<file path="src/rtl/umr_pkg.sv">
package umr_pkg;

   typedef enum logic [1:0] {
      CH_NORMAL    = 2'd0,
      CH_ECHO      = 2'd1,
      CH_LOCAL_LB  = 2'd2,
      CH_REMOTE_LB = 2'd3
   } chan_mode_e;

   localparam int CTRL_W      = 9;
   localparam int CB_RX_FLUSH = 0;
   localparam int CB_TX_FLUSH = 1;
   localparam int CB_RX_ON    = 2;
   localparam int CB_RX_OFF   = 3;
   localparam int CB_TX_ON    = 4;
   localparam int CB_TX_OFF   = 5;
   localparam int CB_BRK_GO   = 7;
   localparam int CB_BRK_HALT = 8;

   localparam logic [CTRL_W-1:0] CTRL_RESET = 9'h128;
   localparam logic [CTRL_W-1:0] CTRL_SELF_CLR =
      (CTRL_W'(1) << CB_RX_FLUSH) | (CTRL_W'(1) << CB_TX_FLUSH);

   // Destinations enabled by a channel mode
   typedef struct packed {
      logic line_rx;
      logic line_tx;
      logic cpu_rx;
      logic cpu_tx;
   } route_t;

   function automatic route_t decode_route(input chan_mode_e m);
      route_t r;
      r.line_rx = (m == CH_NORMAL) || (m == CH_ECHO);
      r.line_tx = (m == CH_REMOTE_LB) || (m == CH_ECHO);
      r.cpu_rx  = (m == CH_LOCAL_LB);
      r.cpu_tx  = (m == CH_NORMAL);
      return r;
   endfunction

endpackage

</file>
<file path="src/rtl/umr_ctrl_reg.sv">
module umr_ctrl_reg
   import umr_pkg::*;
(
   input  logic              clk,
   input  logic              rst_n,
   input  logic              wr,
   input  logic [CTRL_W-1:0] wdata,
   output logic [CTRL_W-1:0] ctrl_q,
   output logic              rx_flush,
   output logic              tx_flush,
   output logic              rx_on,
   output logic              tx_on,
   output logic              brk
);

   always_ff @(posedge clk or negedge rst_n) begin
      if (!rst_n) begin
         ctrl_q   <= CTRL_RESET;
         rx_flush <= 1'b0;
         tx_flush <= 1'b0;
      end else begin
         // flush bits act once, then are never stored
         rx_flush <= wr & wdata[CB_RX_FLUSH];
         tx_flush <= wr & wdata[CB_TX_FLUSH];
         if (wr) begin
            ctrl_q <= wdata & ~CTRL_SELF_CLR;
         end
      end
   end

   assign rx_on = ctrl_q[CB_RX_ON] & ~ctrl_q[CB_RX_OFF];
   assign tx_on = ctrl_q[CB_TX_ON] & ~ctrl_q[CB_TX_OFF];
   assign brk   = ctrl_q[CB_BRK_GO] & ~ctrl_q[CB_BRK_HALT];

endmodule

</file>
<file path="src/rtl/umr_steer.sv">
module umr_steer
   import umr_pkg::*;
#(
   parameter  int DW       = 8,
   parameter  int RX_DEPTH = 64,
   parameter  int TX_DEPTH = 64,
   localparam int RXC_W    = $clog2(RX_DEPTH + 1),
   localparam int TXC_W    = $clog2(TX_DEPTH + 1),
   localparam int MAXD     = (RX_DEPTH > TX_DEPTH) ? RX_DEPTH : TX_DEPTH,
   localparam int SP_W     = $clog2(MAXD + 1)
) (
   input  logic [1:0]       mode_chan,
   input  logic             rx_ok,
   input  logic             tx_ok,
   input  logic             lrx_valid,
   input  logic [DW-1:0]    lrx_data,
   input  logic             cpu_wr,
   input  logic [DW-1:0]    cpu_wdata,
   input  logic [RXC_W-1:0] rxf_count,
   input  logic [TXC_W-1:0] txf_count,
   output logic             rxf_push,
   output logic [DW-1:0]    rxf_wdata,
   output logic             txf_push,
   output logic [DW-1:0]    txf_wdata,
   output logic             rx_ovr,
   output logic [SP_W-1:0]  lrx_space,
   output logic             lrx_ready
);

   localparam logic [RXC_W-1:0] RX_FULL    = RXC_W'(RX_DEPTH);
   localparam logic [TXC_W-1:0] TX_FULL    = TXC_W'(TX_DEPTH);
   localparam logic [SP_W-1:0]  IDLE_SPACE = SP_W'(MAXD);

   chan_mode_e mode;
   route_t     rt;
   logic       rx_src, tx_src, rx_full, tx_full;
   logic [SP_W-1:0] rx_free, tx_free;

   assign mode = chan_mode_e'(mode_chan);
   assign rt   = decode_route(mode);

   // byte sources per destination; the mode keeps them mutually exclusive
   assign rx_src = (lrx_valid & rt.line_rx) | (cpu_wr & rt.cpu_rx);
   assign tx_src = (lrx_valid & rt.line_tx) | (cpu_wr & rt.cpu_tx);

   assign rx_full = (rxf_count == RX_FULL);
   assign tx_full = (txf_count == TX_FULL);

   assign rxf_push  = rx_src & rx_ok & ~rx_full;
   assign rx_ovr    = rx_src & rx_ok &  rx_full;
   assign rxf_wdata = rt.cpu_rx ? cpu_wdata : lrx_data;

   assign txf_push  = tx_src & tx_ok & ~tx_full;
   assign txf_wdata = rt.cpu_tx ? cpu_wdata : lrx_data;

   assign rx_free = SP_W'(RX_DEPTH) - SP_W'(rxf_count);
   assign tx_free = SP_W'(TX_DEPTH) - SP_W'(txf_count);

   always_comb begin
      unique case (mode)
         CH_NORMAL:   lrx_space = rx_free;
         CH_ECHO:     lrx_space = (rx_free < tx_free) ? rx_free : tx_free;
         CH_LOCAL_LB: lrx_space = IDLE_SPACE;
         default:     lrx_space = tx_free;
      endcase
   end

   assign lrx_ready = (lrx_space != '0);

endmodule

</file>
<file path="src/rtl/umr_cpu_port.sv">
module umr_cpu_port #(
   parameter  int DW       = 8,
   parameter  int RX_DEPTH = 64,
   localparam int RXC_W    = $clog2(RX_DEPTH + 1)
) (
   input  logic             clk,
   input  logic             rst_n,
   input  logic             cpu_rd,
   input  logic             rx_ok,
   input  logic [RXC_W-1:0] rxf_count,
   input  logic [DW-1:0]    rxf_rdata,
   output logic             rxf_pop,
   output logic [DW-1:0]    cpu_rdata
);

   assign rxf_pop = cpu_rd & rx_ok & (rxf_count != '0);

   always_ff @(posedge clk or negedge rst_n) begin
      if (!rst_n) begin
         cpu_rdata <= '0;
      end else if (cpu_rd) begin
         cpu_rdata <= rxf_pop ? rxf_rdata : '0;
      end
   end

endmodule

</file>
<file path="src/rtl/uart_mode_router.sv">
module uart_mode_router
   import umr_pkg::*;
#(
   parameter  int DW       = 8,
   parameter  int RX_DEPTH = 64,
   parameter  int TX_DEPTH = 64,
   localparam int RXC_W    = $clog2(RX_DEPTH + 1),
   localparam int TXC_W    = $clog2(TX_DEPTH + 1),
   localparam int MAXD     = (RX_DEPTH > TX_DEPTH) ? RX_DEPTH : TX_DEPTH,
   localparam int SP_W     = $clog2(MAXD + 1)
) (
   input  logic              clk,
   input  logic              rst_n,
   input  logic [1:0]        mode_chan,
   input  logic              ctrl_wr,
   input  logic [CTRL_W-1:0] ctrl_wdata,
   output logic [CTRL_W-1:0] ctrl_q,
   output logic              brk_o,
   input  logic              lrx_valid,
   input  logic [DW-1:0]     lrx_data,
   output logic              lrx_ready,
   output logic [SP_W-1:0]   lrx_space,
   output logic              ltx_valid,
   output logic [DW-1:0]     ltx_data,
   input  logic              ltx_ready,
   output logic              rxf_push,
   output logic [DW-1:0]     rxf_wdata,
   output logic              rxf_flush,
   output logic              rxf_pop,
   input  logic [DW-1:0]     rxf_rdata,
   input  logic [RXC_W-1:0]  rxf_count,
   output logic              txf_push,
   output logic [DW-1:0]     txf_wdata,
   output logic              txf_flush,
   output logic              txf_pop,
   input  logic [DW-1:0]     txf_rdata,
   input  logic [TXC_W-1:0]  txf_count,
   output logic              rx_ovr,
   input  logic              cpu_wr,
   input  logic [DW-1:0]     cpu_wdata,
   input  logic              cpu_rd,
   output logic [DW-1:0]     cpu_rdata
);

   // elaboration-time parameter checks
   if (DW < 5 || DW > 16) begin : g_bad_dw
      $error("uart_mode_router: DW must lie in 5..16");
   end
   if (RX_DEPTH < 2) begin : g_bad_rxd
      $error("uart_mode_router: RX_DEPTH must be at least 2");
   end
   if (TX_DEPTH < 2) begin : g_bad_txd
      $error("uart_mode_router: TX_DEPTH must be at least 2");
   end

   logic rx_on, tx_on, rx_ok, tx_ok;

   umr_ctrl_reg u_ctrl (
      .clk      (clk),
      .rst_n    (rst_n),
      .wr       (ctrl_wr),
      .wdata    (ctrl_wdata),
      .ctrl_q   (ctrl_q),
      .rx_flush (rxf_flush),
      .tx_flush (txf_flush),
      .rx_on    (rx_on),
      .tx_on    (tx_on),
      .brk      (brk_o)
   );

   // a flushing FIFO is left alone for that cycle
   assign rx_ok = rx_on & ~rxf_flush;
   assign tx_ok = tx_on & ~txf_flush;

   umr_steer #(
      .DW       (DW),
      .RX_DEPTH (RX_DEPTH),
      .TX_DEPTH (TX_DEPTH)
   ) u_steer (
      .mode_chan (mode_chan),
      .rx_ok     (rx_ok),
      .tx_ok     (tx_ok),
      .lrx_valid (lrx_valid),
      .lrx_data  (lrx_data),
      .cpu_wr    (cpu_wr),
      .cpu_wdata (cpu_wdata),
      .rxf_count (rxf_count),
      .txf_count (txf_count),
      .rxf_push  (rxf_push),
      .rxf_wdata (rxf_wdata),
      .txf_push  (txf_push),
      .txf_wdata (txf_wdata),
      .rx_ovr    (rx_ovr),
      .lrx_space (lrx_space),
      .lrx_ready (lrx_ready)
   );

   umr_cpu_port #(
      .DW       (DW),
      .RX_DEPTH (RX_DEPTH)
   ) u_cpu (
      .clk       (clk),
      .rst_n     (rst_n),
      .cpu_rd    (cpu_rd),
      .rx_ok     (rx_ok),
      .rxf_count (rxf_count),
      .rxf_rdata (rxf_rdata),
      .rxf_pop   (rxf_pop),
      .cpu_rdata (cpu_rdata)
   );

   // transmit drain toward the line
   assign ltx_valid = (txf_count != '0) & ~txf_flush;
   assign ltx_data  = txf_rdata;
   assign txf_pop   = ltx_valid & ltx_ready;

endmodule

</file>
<file path="config.mk">
export PLATFORM = sky130hd
export DESIGN_NAME = uart_mode_router
export DESIGN_NICKNAME = d
export VERILOG_FILES = /design/src/rtl/umr_pkg.sv /design/src/rtl/umr_ctrl_reg.sv /design/src/rtl/umr_steer.sv /design/src/rtl/umr_cpu_port.sv /design/src/rtl/uart_mode_router.sv
export SDC_FILE = /design/constraint.sdc
export NUM_CORES = 1
export LEC_CHECK = 0
export BUFFER_PORTS_ARGS = -buffer_cell sky130_fd_sc_hd__buf_4
export CAP_MARGIN = 0
export CORE_ASPECT_RATIO = 2
export CORE_MARGIN = 1.5
export CORE_UTILIZATION = 40
export DETAILED_ROUTE_END_ITERATION = 8
export HOLD_SLACK_MARGIN = 0.08
export PLACE_DENSITY = 0.83
export REMOVE_ABC_BUFFERS = 1
export SYNTH_ARGS = -nofsm -noshare
export SYNTH_HDL_FRONTEND = slang
export SYNTH_SLANG_ARGS = --single-unit
</file>
<file path="constraint.sdc">
create_clock -name clk -period 3.5 [get_ports clk]
set_clock_uncertainty 0.2 [all_clocks]
set_input_delay 0.35 -clock clk [delete_from_list [all_inputs] [get_ports clk]]
set_output_delay 0.35 -clock clk [all_outputs]
set_load 0.02 [all_outputs]
</file>
==> impl_metrics.csv <==
group,metric,value,unit
clocking,cts_sinks,17,
global_routing,grt_max_degree,18,
timing,finalHoldWorstSlack,0.1027,ns
cells_and_area,diodes,0,
worst_setup_path,arrival,2.72,ns
detailed_routing,wire_per_inst,14.61,um
synthesis,yosys_warnings,0,
cells_and_area,fin_util,62.57,%
detailed_routing,ant_nets,0,
die,initial_utilization,41.35,%
die,rows,32,
cells_and_area,n_fill_cell,335,
timing,layout_min_cycle_time,3.273,ns
global_routing,grt_pass1_vias,1647,
synthesis,synth_compound_area_share,17.66,%
synthesis,yosysUniqueCellTypes,42,
detailed_routing,via_per_inst,4.997,
timing,relSlewSlack,49.63,%
detailed_routing,drtPass1Iterations,4,
synthesis,synth_top_area_share,22.28,%
synthesis,ys.flop_type,"dfrtp_1",
cells_and_area,nets,342,
timing,period_share,93.51,%
synthesis,netlist_area,1573,um2
worst_setup_path,cp.required,2.95,ns
worst_hold_path,hp-class,"in -> reg",
worst_setup_path,max_stage_delay,0.42,ns
die,coreArea,3804,um2
cells_and_area,drive_above_1_share,49.82,%
timing,fin_setup_tns,0,ns
placement,placedCellCount,317,
synthesis,synth_top_area_cell,"dfrtp_1",
timing,hold_violations,0,
synthesis,yosys.area_share.simple,17.90,%
placement,io_buffers,103,
worst_setup_path,path_buf_inv,3,
power_and_ir_drop,powerDensity,292.5,nW/um2
clocking,clk_transition_reported_paths,0.06,ns
die,fp.dieW,47.34,um
timing,grt_setup_unrepaired,"no",
clocking,cts-root-buf,"clkbuf_8",
clocking,cts.path.max_buffers,2,
die,die_area,4340,um2
cells_and_area,stdcell_count,322,
detailed_routing,wl,4.703,mm
worst_setup_path,critPathMaxFanout,6,
worst_setup_path,crit_chain,"buf_4, inv_1, ha_1, nor3b_1, nand2_1, xnor2_1, ha_1, o211ai_1, or3_4, and3_1, o211ai_1, buf_4",
synthesis,synth_top_family_by_area,"simple AND/OR/NAND/NOR gates",
global_routing,gr-total-overflow,0,
clocking,cts_tree,"done",
clocking,htreeDepth,1,
worst_setup_path,crit_family,"simple AND/OR/NAND/NOR gates",
synthesis,ys_async_sr_fraction,100.0,%
synthesis,postSynthCellCount,175,
synthesis,muxShareOfSynthArea,16.47,%
worst_setup_path,crit_path_top_delay_cell,"or3_4",
timing,final_max_slew_viol_count,0,
run,drv_cap,0,
synthesis,synth_seq_cells,17,
global_routing,grtUsageTotal,21.95,%
worst_setup_path,end_kind,"primary output",
power_and_ir_drop,leakagePower,1.196,nW
placement,gp_congestion,0.8613,
cells_and_area,most-common-layout-cells,"104 x buf_4, 21 x inv_1, 15 x mux2_1",
synthesis,synthXorXnorAreaFrac,4.455,%
clocking,post-cts-setup-buffer-count,0,
detailed_routing,first_iter_violations,17,
die,dieHeight,91.68,um
power_and_ir_drop,vdd_ir_drop_max,0.2888,mV
detailed_routing,vias,1609,
cells_and_area,mostFrequentLayoutCell,"buf_4",
detailed_routing,drc,0,
worst_setup_path,startpoint_type,"primary input",
clocking,numCtsBuffers,3,
synthesis,ys_seq_area_share,27.29,%
global_routing,grt_pass1_wl,7.017,mm
power_and_ir_drop,total_power,0.6962,mW
synthesis,synth_fa_ha_area_share,4.773,%
die,ios,122,
cells_and_area,area.growth.synth_to_final,51.31,%
synthesis,syn_area_per_cell,8.987,um2
clocking,clock_latency,0.25,ns
global_routing,antenna_found_initial,0,
synthesis,yosys-top-cells-area,"dfrtp_1 22%, mux2_1 11%, mux2_2 5.7%, dfstp_2 5.0%, inv_1 5.0%",
timing,fmax,305.6,MHz
outcome,status,"completed",
timing,max_slew.worst_pin.slew,0.7540,ns
worst_setup_path,worstSetupPathType,"in -> out",
synthesis,synth-edff-count,0,
timing,finalSetupViolations,0,
placement,dpl.hpwl,4.056,mm
[report_power, final]
| group | switching (mW) | internal [mW] | total [mW] |
|---|---|---|---|
| registers | 0.0108 | 0.215 | 0.226 |
| logic | 0.168 | 0.159 | 0.327 |
| clock network | 0.0642 | 0.0789 | 0.143 |
| total | 0.243 | 0.453 | 0.696 |
[registers in the layout, summed over array words and instances (netlist names)]
signal	flops
u_cpu.cpu_rdata	8
u_ctrl.tx_flush	1
u_ctrl.ctrl_q	7
u_ctrl.rx_flush	1
[synth_stat cells, drive strengths merged (4+ instances only)]
master	count
and2	4
nand2	13
dfrtp	14
nand3	4
buf	11
xor2	5
ha	6
o21ai	12
nor2	11
mux2	23
o22ai	6
inv	21
[cell type report]
type / instances / area, um2 / area share, %
clock buffers: 3 / 41.29 / 1.735
clock inverters: 1 / 5.005 / 0.2103
inverters: 21 / 78.83 / 3.312
multi-input cells: 124 / 970.9 / 40.80
flip-flops and latches: 17 / 429.2 / 18.03
well taps: 51 / 63.81 / 2.681
repair buffers: 105 / 790.8 / 33.23
[stage by stage]
stage	instance area, um2	worst slack [ns]
detailed placement	2323	0.2229
global route	2380	0.05304
global placement	2323	0.3140
finish	2380	0.2273
floorplan	1479	0.3510
CTS	2380	0.2280
[repair_timing]
action	CTS	global route
hold buffers	1	0
gates resized for setup	0	0
endpoints found under the hold margin	17	0
[logic make-up (layout without fill, tap and decap cells)]
logic type,Yosys count,in the layout
compound gates,35,35
xor+xnor,8,8
fa+ha+maj,6,6
buf+inv,35,130
flops,17,17
mux,23,23
other cells,1,2
simple gates,50,50
[metal layers]
metal	vias to the layer above	GRT usage (%)	share of wire [%]	wire length [um]
met4	0	8.102	2.7	125
met1	726	19.50	32	1492
met5	-	0	0	0
li1	786	-	-	-
met2	84	40.43	56	2615
met3	13	8.071	10	469
[path summary, 6_finish.rpt]
check | startpoint | to | slack (ns) | depth (start not counted)
min reg2reg | u_cpu.cpu_rdata[4] | u_cpu.cpu_rdata[4] | 0.32 | 2
min | ctrl_wdata[0] | u_ctrl.rx_flush | 0.10 | 2
max | rxf_count[0] | lrx_ready | 0.23 | 12
min in group asynchronous | rst_n | u_cpu.cpu_rdata[3] | 0.31 | 2
max in group asynchronous | rst_n | u_ctrl.ctrl_q[5] | 2.54 | 2
max reg2reg | u_ctrl.ctrl_q[2] | u_cpu.cpu_rdata[7] | 1.88 | 4
Power figures use the tool's default switching activity.
